`src/rtl/busseq_pkg.sv`:
```
package busseq_pkg;

  typedef enum logic [2:0] {
    KIND_RD3       = 3'd0,
    KIND_RD4_EARLY = 3'd1,
    KIND_RD4_LATE  = 3'd2,
    KIND_RD5       = 3'd3,
    KIND_WR3       = 3'd4,
    KIND_WR5       = 3'd5,
    KIND_IN        = 3'd6,
    KIND_OUT       = 3'd7
  } cycleKind_t;

  typedef enum logic [2:0] {
    PH_IDLE, PH_START, PH_PRE, PH_WAIT, PH_POST, PH_END
  } phase_t;

  // strobes from control to datapath
  typedef struct packed {
    logic load;
    logic capture;
  } dpCtl_t;

  // forced bus clocks placed ahead of the wait sample
  function automatic int preClks(cycleKind_t k);
    case (k)
      KIND_RD4_EARLY, KIND_IN, KIND_OUT: return 1;
      KIND_RD5, KIND_WR5:                return 2;
      default:                           return 0;
    endcase
  endfunction

  // forced bus clocks placed after the wait sample
  function automatic int postClks(cycleKind_t k);
    return (k == KIND_RD4_LATE) ? 1 : 0;
  endfunction

  function automatic logic capturesData(cycleKind_t k);
    return (k == KIND_RD3) || (k == KIND_RD4_EARLY) || (k == KIND_RD4_LATE) ||
           (k == KIND_RD5) || (k == KIND_IN);
  endfunction

  function automatic logic drivesData(cycleKind_t k);
    return (k == KIND_WR3) || (k == KIND_WR5) || (k == KIND_OUT);
  endfunction

  function automatic logic isIo(cycleKind_t k);
    return (k == KIND_IN) || (k == KIND_OUT);
  endfunction

endpackage

```
`src/rtl/busseq_ctrl.sv`:
```
module busseq_ctrl
  import busseq_pkg::*;
#(
  parameter int START_HALVES   = 3,
  parameter int END_HALVES     = 3,
  parameter int HALVES_PER_CLK = 2,
  parameter int MAX_FORCED     = 2
) (
  input  logic       clk,
  input  logic       rstN,
  input  logic       reqValid,
  input  logic [2:0] reqKind,
  input  logic       waitReq,
  output dpCtl_t     ctl,
  output logic       memRd,
  output logic       memWr,
  output logic       ioRd,
  output logic       ioWr,
  output logic       dataOe,
  output logic       busy,
  output logic       done
);

  localparam int FORCED_MAX = MAX_FORCED * HALVES_PER_CLK;
  localparam int MAX_LOAD_A = (START_HALVES > END_HALVES) ? START_HALVES : END_HALVES;
  localparam int MAX_LOAD   = (MAX_LOAD_A > FORCED_MAX) ? MAX_LOAD_A : FORCED_MAX;
  localparam int CNT_W      = $clog2(MAX_LOAD + 1);
  localparam logic [CNT_W-1:0] START_LOAD = CNT_W'(START_HALVES - 1);
  localparam logic [CNT_W-1:0] END_LOAD   = CNT_W'(END_HALVES - 1);
  localparam logic [CNT_W-1:0] WAIT_LOAD  = CNT_W'(HALVES_PER_CLK - 1);

  phase_t           phase, phaseD;
  logic [CNT_W-1:0] cnt, cntD;
  cycleKind_t       kindQ;
  logic             doneQ;
  logic             lastHalf;
  logic             hasPre, hasPost;
  logic [CNT_W-1:0] preLoad, postLoad;
  phase_t           samplePhase;
  logic [CNT_W-1:0] sampleCnt;
  logic             strobeOn;

  assign lastHalf = (cnt == '0);
  assign hasPre   = (preClks(kindQ) != 0);
  assign hasPost  = (postClks(kindQ) != 0);
  assign preLoad  = CNT_W'(preClks(kindQ) * HALVES_PER_CLK - 1);
  assign postLoad = CNT_W'(postClks(kindQ) * HALVES_PER_CLK - 1);

  // outcome of the wait sample point
  always_comb begin
    if (waitReq) begin
      samplePhase = PH_WAIT;
      sampleCnt   = WAIT_LOAD;
    end else if (hasPost) begin
      samplePhase = PH_POST;
      sampleCnt   = postLoad;
    end else begin
      samplePhase = PH_END;
      sampleCnt   = END_LOAD;
    end
  end

  always_comb begin
    phaseD      = phase;
    cntD        = lastHalf ? '0 : cnt - 1'b1;
    ctl.load    = 1'b0;
    ctl.capture = 1'b0;
    unique case (phase)
      PH_IDLE: begin
        if (reqValid) begin
          phaseD   = PH_START;
          cntD     = START_LOAD;
          ctl.load = 1'b1;
        end
      end
      PH_START: begin
        if (lastHalf) begin
          if (hasPre) begin
            phaseD = PH_PRE;
            cntD   = preLoad;
          end else begin
            phaseD = samplePhase;
            cntD   = sampleCnt;
          end
        end
      end
      PH_PRE, PH_WAIT: begin
        if (lastHalf) begin
          phaseD = samplePhase;
          cntD   = sampleCnt;
        end
      end
      PH_POST: begin
        if (lastHalf) begin
          phaseD = PH_END;
          cntD   = END_LOAD;
        end
      end
      PH_END: begin
        if (lastHalf) begin
          phaseD      = PH_IDLE;
          ctl.capture = capturesData(kindQ);
        end
      end
      default: phaseD = PH_IDLE;
    endcase
  end

  always_ff @(posedge clk) begin
    if (!rstN) begin
      phase <= PH_IDLE;
      cnt   <= '0;
      kindQ <= KIND_RD3;
      doneQ <= 1'b0;
    end else begin
      phase <= phaseD;
      cnt   <= cntD;
      doneQ <= (phase == PH_END) && lastHalf;
      if (ctl.load) kindQ <= cycleKind_t'(reqKind);
    end
  end

  assign busy     = (phase != PH_IDLE);
  assign done     = doneQ;
  assign strobeOn = busy && !((phase == PH_START) && (cnt == START_LOAD))
                         && !((phase == PH_END) && lastHalf);
  assign memRd    = strobeOn && !isIo(kindQ) && !drivesData(kindQ);
  assign memWr    = strobeOn && !isIo(kindQ) && drivesData(kindQ);
  assign ioRd     = strobeOn && (kindQ == KIND_IN);
  assign ioWr     = strobeOn && (kindQ == KIND_OUT);
  assign dataOe   = busy && drivesData(kindQ);


  done_single_chk: assert property (@(posedge clk) disable iff (!rstN)
    done |=> !done);

  strobe_excl_chk: assert property (@(posedge clk) disable iff (!rstN)
    $onehot0({memRd, memWr, ioRd, ioWr}));

  strobe_busy_chk: assert property (@(posedge clk) disable iff (!rstN)
    (memRd || memWr || ioRd || ioWr) |-> busy);

  kind_hold_chk: assert property (@(posedge clk) disable iff (!rstN)
    busy |=> (!busy || $stable(kindQ)));

  done_idle_chk: assert property (@(posedge clk) disable iff (!rstN)
    done |-> !busy);

endmodule

```
`src/rtl/busseq_dp.sv`:
```
module busseq_dp
  import busseq_pkg::*;
#(
  parameter int ADDR_W = 16,
  parameter int DATA_W = 8
) (
  input  logic              clk,
  input  logic              rstN,
  input  dpCtl_t            ctl,
  input  logic [ADDR_W-1:0] reqAddr,
  input  logic [DATA_W-1:0] reqData,
  input  logic [DATA_W-1:0] dataIn,
  output logic [ADDR_W-1:0] addrOut,
  output logic [DATA_W-1:0] dataOut,
  output logic [DATA_W-1:0] rdData
);

  logic [ADDR_W-1:0] addrQ;
  logic [DATA_W-1:0] wdataQ;
  logic [DATA_W-1:0] rdQ;

  always_ff @(posedge clk) begin
    if (!rstN) begin
      addrQ  <= '0;
      wdataQ <= '0;
      rdQ    <= '0;
    end else begin
      if (ctl.load) begin
        addrQ  <= reqAddr;
        wdataQ <= reqData;
      end
      if (ctl.capture) rdQ <= dataIn;
    end
  end

  assign addrOut = addrQ;
  assign dataOut = wdataQ;
  assign rdData  = rdQ;


  accept_vs_capture_chk: assert property (@(posedge clk) disable iff (!rstN)
    !(ctl.load && ctl.capture));

endmodule

```
`src/rtl/bus_cycle_seq.sv`:
```
module bus_cycle_seq
  import busseq_pkg::*;
#(
  parameter int ADDR_W         = 16,
  parameter int DATA_W         = 8,
  parameter int START_HALVES   = 3,
  parameter int END_HALVES     = 3,
  parameter int HALVES_PER_CLK = 2
) (
  input  logic              clk,
  input  logic              rstN,
  input  logic              reqValid,
  input  logic [2:0]        reqKind,
  input  logic [ADDR_W-1:0] reqAddr,
  input  logic [DATA_W-1:0] reqData,
  input  logic              waitReq,
  input  logic [DATA_W-1:0] dataIn,
  output logic [ADDR_W-1:0] addrOut,
  output logic [DATA_W-1:0] dataOut,
  output logic              dataOe,
  output logic              memRd,
  output logic              memWr,
  output logic              ioRd,
  output logic              ioWr,
  output logic [DATA_W-1:0] rdData,
  output logic              busy,
  output logic              done
);

  dpCtl_t ctl;

  busseq_ctrl #(
    .START_HALVES  (START_HALVES),
    .END_HALVES    (END_HALVES),
    .HALVES_PER_CLK(HALVES_PER_CLK),
    .MAX_FORCED    (2)
  ) u_ctrl (
    .clk     (clk),
    .rstN    (rstN),
    .reqValid(reqValid),
    .reqKind (reqKind),
    .waitReq (waitReq),
    .ctl     (ctl),
    .memRd   (memRd),
    .memWr   (memWr),
    .ioRd    (ioRd),
    .ioWr    (ioWr),
    .dataOe  (dataOe),
    .busy    (busy),
    .done    (done)
  );

  busseq_dp #(
    .ADDR_W(ADDR_W),
    .DATA_W(DATA_W)
  ) u_dp (
    .clk    (clk),
    .rstN   (rstN),
    .ctl    (ctl),
    .reqAddr(reqAddr),
    .reqData(reqData),
    .dataIn (dataIn),
    .addrOut(addrOut),
    .dataOut(dataOut),
    .rdData (rdData)
  );

endmodule

```
`config.mk`:
```
export PLATFORM = sky130hd
export DESIGN_NAME = bus_cycle_seq
export DESIGN_NICKNAME = d
export VERILOG_FILES = /design/src/rtl/busseq_pkg.sv /design/src/rtl/busseq_ctrl.sv /design/src/rtl/busseq_dp.sv /design/src/rtl/bus_cycle_seq.sv
export SDC_FILE = /design/constraint.sdc
export NUM_CORES = 1
export LEC_CHECK = 0
export ABC_AREA = 1
export CORE_MARGIN = 2
export CORE_UTILIZATION = 40
export CTS_CLUSTER_DIAMETER = 120
export DETAILED_ROUTE_END_ITERATION = 8
export DONT_BUFFER_PORTS = 1
export HOLD_SLACK_MARGIN = 0.12
export SYNTH_ARGS = -nofsm -noshare
export SYNTH_HDL_FRONTEND = slang
export SYNTH_SLANG_ARGS = --single-unit
```
`constraint.sdc`:
```
create_clock -name clk -period 2.91 [get_ports clk]
set_input_delay 0.4365 -clock clk [delete_from_list [all_inputs] [get_ports clk]]
set_output_delay 0.4365 -clock clk [all_outputs]
set_load 0.03 [all_outputs]
```
==> metrics.txt, run 1 <==
outcome completed; CP max stage delay roughly 0.51 ns; sequential area share after synthesis 0.455; met1 wire length just under 2000 microns; via count about 1,700; DR pass1 iterations 4; Clock Pin Slew Worst Setup and Hold Paths 0.08 ns; sw frac 0.474; critical path arrival 1.84 ns; # setup viols final 0; RSZ-0062 raised after global routing no; crit path max-delay cell type nor2_1; Highest Signal Layer met4; later-pin clock latency in the skew report 0.30 ns; total routed wirelength 4450 microns; fill count approximately 470; gr ovfl total 0; Root Buffer clkbuf_8; Fmax ~440 MHz; Syn Nets 296; Startpoint Class register; ANT cells 0; Hold WC Path Type in2reg; clock buffer depth 2; GP Congestion approximately 0.91; Wirelength per Cell 14.4 microns; pre-CTS WS 0.969 ns; clock share of power 0.186; period utilization 0.782; Internal Power 1.06 mW; P&R area growth vs syn 5.22%; post-cts resize count 0; post-route clock skew around 0.0075 ns; DR vias/cell between 5 and 6; Post-CTS Hold Buffers 0; num rows 24; worst slew pin tran ~0.97 ns; max_slew headroom 0.350; crit-path max FO 7; DR WL met3 444 microns; synthesized instance count between 200 and 300; antenna viol nets, final 0; Period minus WS final 2.28 ns; Layout Cells excl Fill 308; initial antenna violation count 0; Slew Viols, Final 0; synthesized cell area 0.00185 sq mm; maxcap violations 0; TritonCTS buffer count 5; die width ~72 microns; first-pass GRT wire length between 7000 and 8000 microns; # H-tree levels 2; Seq pwr share 0.446; met2 routed WL about 2000 microns; ratio of cells with drive above 1 in the final layout 0.0898; worst path cell trace inv_2 -> nand3_1 -> nor2_1 -> nand3_1 -> nand3_1 -> nor2_1; Core ar. around 0.0044 sq mm; Setup CP Type reg2out; worst path required time approximately 2.5 ns; worst setup margin roughly 0.63 ns; Post-CTS Setup Bufs 0; DRC viols 0; TNS Setup 0 ns; peak supply drop 0.495 mV; Switching Power between 0.9 and 1 mW; CTS tree yes; Synth warnings 0; Clock Sinks 42; flops & latches, synth 42; DR iter-0 viols 128; post-synth cell types 24; Synth Area per Inst 7.19 sq um; leakage 0.782 nW; critical path capture point type primary output; P per Cell Area 1040 mW/mm^2; Nets between 200 and 300; Comb pwr share 0.368; vias in the first global route 1,528; Cells after DPL 300; Initial Util 0.418; Worst Path Buf+Inv 1; largest net degree at the start of global routing 32; Chip Height just over 70 microns; final-report hold violation count 0; Most common cell on crit path nand3_1; die area roughly 0.0052 sq mm; Top delay family on crit path simple AND/OR/NAND/NOR gates; port buffer count 0; post-DP HPWL 3000 microns; GRT Total Usage 0.176; IO Count 78; R2R Setup Slk 1.20 ns
-- power groups by stage --
stage	logic [mW]	registers [mW]	clock network, mW
after detailed placement	0.741	0.912	0
after global placement	0.741	0.912	0
final	0.744	0.900	0.376
after global routing	0.837	0.913	0.410
after floorplan	0.671	0.890	0
after CTS	0.742	0.900	0.389
-- layout by cell type (no fill, tap or decap) --
| cell | instances |
|---|---|
| buf_4 | 3 |
| clkbuf_1 | 1 |
| clkinv_2 | 1 |
| o21ai_0 | 11 |
| inv_2 | 2 |
| nand2_1 | 59 |
| nand3_1 | 37 |
| nand4_1 | 1 |
| a21oi_1 | 35 |
| a21boi_0 | 1 |
| nor2_1 | 27 |
| nand2_2 | 3 |
| or2_4 | 1 |
| clkbuf_8 | 5 |
| o21bai_1 | 1 |
| inv_4 | 1 |
| dfxtp_1 | 42 |
| nand2_4 | 2 |
| nor3_1 | 4 |
| nor2_2 | 2 |
| inv_1 | 14 |
| o21ai_2 | 1 |
| nor2_4 | 1 |
| clkinv_4 | 1 |
-- layer usage --
layer  vias up  GRT usage
met1       750      0.230
met3         4     0.0681
met2        63      0.271
li1        838          -
met5         -          0
met4         0     0.0503
-- cell families after synthesis --
family	Yosys count	synth area share
and+or+nand+nor	137	0.329
AOI/OAI and AO/OA	49	0.138
DFF	42	0.455
buffers and inverters	29	0.0779
-- cell type report --
type,instances,area (sq um),share of cell area
repair buffers,3,22.5,0.0116
clock inverters,2,13.8,0.00708
flip-flops and latches,42,841,0.433
inverters,17,66.3,0.0341
multi-input cells,186,862,0.444
clock buffers,6,72.6,0.0373
well taps,52,65.1,0.0335
-- final timing paths --
path | startpoint | to | depth (start not counted)
worst max-delay path | u_ctrl.phase[2] | memRd | 6
worst min-delay path | rstN | u_ctrl.cnt[0] | 2
worst max register to register | u_ctrl.phase[2] | u_ctrl.cnt[1] | 9
worst min register to register | u_ctrl.phase[0] | u_ctrl.phase[0] | 2
-- registers in the layout, summed over array words and instances, names as in the netlist --
name and flops:
u_dp.rdData 8, u_ctrl.done 1, u_dp.dataOut 8, u_dp.addrOut 16, u_ctrl.cnt 3, u_ctrl.kindQ 3
u_ctrl.phase 3
-- synth_stat cells --
cell	number	share of area
dfxtp_1	42	0.46
nand2_2	3	0.010
inv_1	14	0.028
nand3_1	37	0.10
clkbuf_1	5	0.010
inv_2	2	0.0041
or2_4	1	0.0047
nor2_4	1	0.0061
nand4_1	1	0.0034
nand2_4	2	0.012
o21bai_1	1	0.0041
nor3_1	4	0.011
buf_6	3	0.018
nor2_2	2	0.0068
inv_4	1	0.0034
nor2_1	27	0.055
buf_2	1	0.0027
o21ai_2	1	0.0047
clkbuf_2	1	0.0027
o21ai_0	11	0.030
buf_4	2	0.0081
a21oi_1	35	0.095
nand2_1	59	0.12
a21boi_0	1	0.0041
-- through the flow --
stage / hold WS [ns] / cell area, sq um / power [mW] / util
detailed placement: 0.540 / 1860 / 1.65 / 0.421
global route: 0.253 / 1940 / 2.16 / 0.440
CTS: 0.246 / 1940 / 2.03 / 0.440
floorplan: 0.501 / 1850 / 1.56 / -
global placement: 0.530 / 1860 / 1.65 / 0.421
finish: 0.257 / 1940 / 2.02 / 0.440
Note: power is estimated with default switching activity, not from simulation.
==> run 2: changes to the inputs <==
Clock period 2.91 ns to 2.4 ns, I/O delays scaled along.
==> run 2 against run 1 <==
Compared with the run above:
- global-route usage rose by 0.16 points
- register-to-register slack got worse by 0.47 ns
- critical path type unchanged
- sequential cell count did not move
- sequential share of layout area fell by 0.74 points
- final cell count did not move
- cell area rose by 1.7%
- non-clock buffer count rose by 1
- worst setup slack got worse by 0.40 ns
- via count fell by 1.2%
- count of clock-buffer cells in the layout did not move
- clock power rose by 50%
- clock skew rose by 0.0026 ns
- highest routed layer unchanged
==> metrics.txt, run 2 (synthesis gave the netlist of run 1 again) <==
outcome completed; GP Congestion 0.927; DR vias/cell around 5.3; Fmax 461 MHz; first-pass GRT wire length 7070 microns; worst path cell trace inv_2 -> nand3_1 -> nor2_1 -> nand3_1 -> nand3_1 -> nor2_1; TNS Setup 0 ns; P&R area growth vs syn 7.05%; ANT cells 0; critical path arrival around 1.8 ns; port buffer count 0; CTS tree yes; DR pass1 iterations 5; critical path capture point type primary output; worst path required time between 2 and 2.5 ns; antenna viol nets, final 0; DR iter-0 viols about 140; P per Cell Area ~1300 mW/mm^2; Root Buffer clkbuf_8; die width 71.9 microns; # setup viols final 0; vias in the first global route between 1,500 and 2,000; post-cts resize count 0; DRC viols 0; # H-tree levels 2; post-route clock skew just over 0.01 ns; CP max stage delay 0.51 ns; crit-path max FO 7; Post-CTS Hold Buffers 0; Hold WC Path Type in2reg; crit path max-delay cell type nor2_1; max_slew headroom 0.605; Most common cell on crit path nand3_1; peak supply drop 0.486 mV; Final Power 2.55 mW; Post-CTS Setup Bufs 0; via count 1,635; initial antenna violation count 0; final-report hold violation count 0; later-pin clock latency in the skew report just under 0.3 ns; Nets 295; TritonCTS buffer count 5; Slew Viols, Final 0; post-DP HPWL 3070 microns; Core ar. approximately 0.0044 sq mm; largest net degree at the start of global routing 32; Clock Pin Slew Worst Setup and Hold Paths around 0.08 ns; fill count 455; die area around 0.0052 sq mm; Clock Sinks 42; commonest non-fill, non-tap cell in the layout nand2_1; Worst Path Buf+Inv 1; max reg flops 16; clock buffer depth 2; most frequent cells in the layout nand2_1, dfxtp_1, nand3_1, a21oi_1, nor2_1; Startpoint Class register; gr ovfl total 0; leakage ~0.8 nW; GRT Total Usage 0.177; period utilization 0.904; ratio of cells with drive above 1 in the final layout 0.0938; Wirelength per Cell about 14 microns; maxcap violations 0; IO Count 78; num rows 24; RSZ-0062 raised after global routing no; worst slew pin tran 0.590 ns; Initial Util 0.418; total routed wirelength approximately 4500 microns; Chip Height approximately 72 microns; Top delay family on crit path simple AND/OR/NAND/NOR gates; Period minus WS final ~2.2 ns; Setup CP Type reg2out
==> run 2: final timing paths <==
kind / to / startpoint / slack [ns] / depth (start not counted)
max: memRd / u_ctrl.phase[2] / 0.23 / 6
min: u_ctrl.cnt[0] / rstN / 0.19 / 2
max reg2reg: u_ctrl.cnt[1] / u_ctrl.phase[2] / 0.73 / 9
min reg2reg: u_ctrl.phase[0] / u_ctrl.phase[0] / 0.54 / 2
==> run 2: cell type report <==
| class | count | area (sq um) | share of cell area |
|---|---|---|---|
| multi-input cells | 186 | 862 | 0.436 |
| flip-flops and latches | 42 | 841 | 0.425 |
| clock buffers | 6 | 82.6 | 0.0418 |
| inverters | 17 | 66.3 | 0.0335 |
| well taps | 52 | 65.1 | 0.0329 |
| clock inverters | 1 | 30.0 | 0.0152 |
| repair buffers | 4 | 30.0 | 0.0152 |
==> run 2: metrics by stage <==
stage | utilization | area (sq um) | instances | setup WS, ns | hold WS [ns]
after floorplan | - | 1850 | 257 | 0.509 | 0.498
after global placement | 0.422 | 1860 | 301 | 0.576 | 0.487
after detailed placement | 0.422 | 1860 | 301 | 0.540 | 0.491
after CTS | 0.448 | 1980 | 308 | 0.221 | 0.177
after global routing | 0.448 | 1980 | 308 | 0.104 | 0.175
final | 0.448 | 1980 | 308 | 0.230 | 0.193
==> run 2: per-layer routing <==
layer / GRT usage / up-vias / share of wire
li1: - / 836 / -
met1: 0.222 / 733 / 0.44
met5: 0 / - / 0
met3: 0.0694 / 6 / 0.085
met4: 0.0692 / 0 / 0.013
met2: 0.276 / 60 / 0.46
==> run 2: where the power goes <==
part | switching [mW] | total [mW] | internal, mW
registers | 0.268 | 1.09 | 0.824
logic | 0.637 | 0.896 | 0.260
clock network | 0.230 | 0.563 | 0.333
==> run 3: changes to the inputs <==
Settings changed: SLEW_MARGIN from default to 25, TNS_END_PERCENT from default to 50.
==> results of run 3 <==
No change in the layout: final DEF, timing and power equal those of run 2.
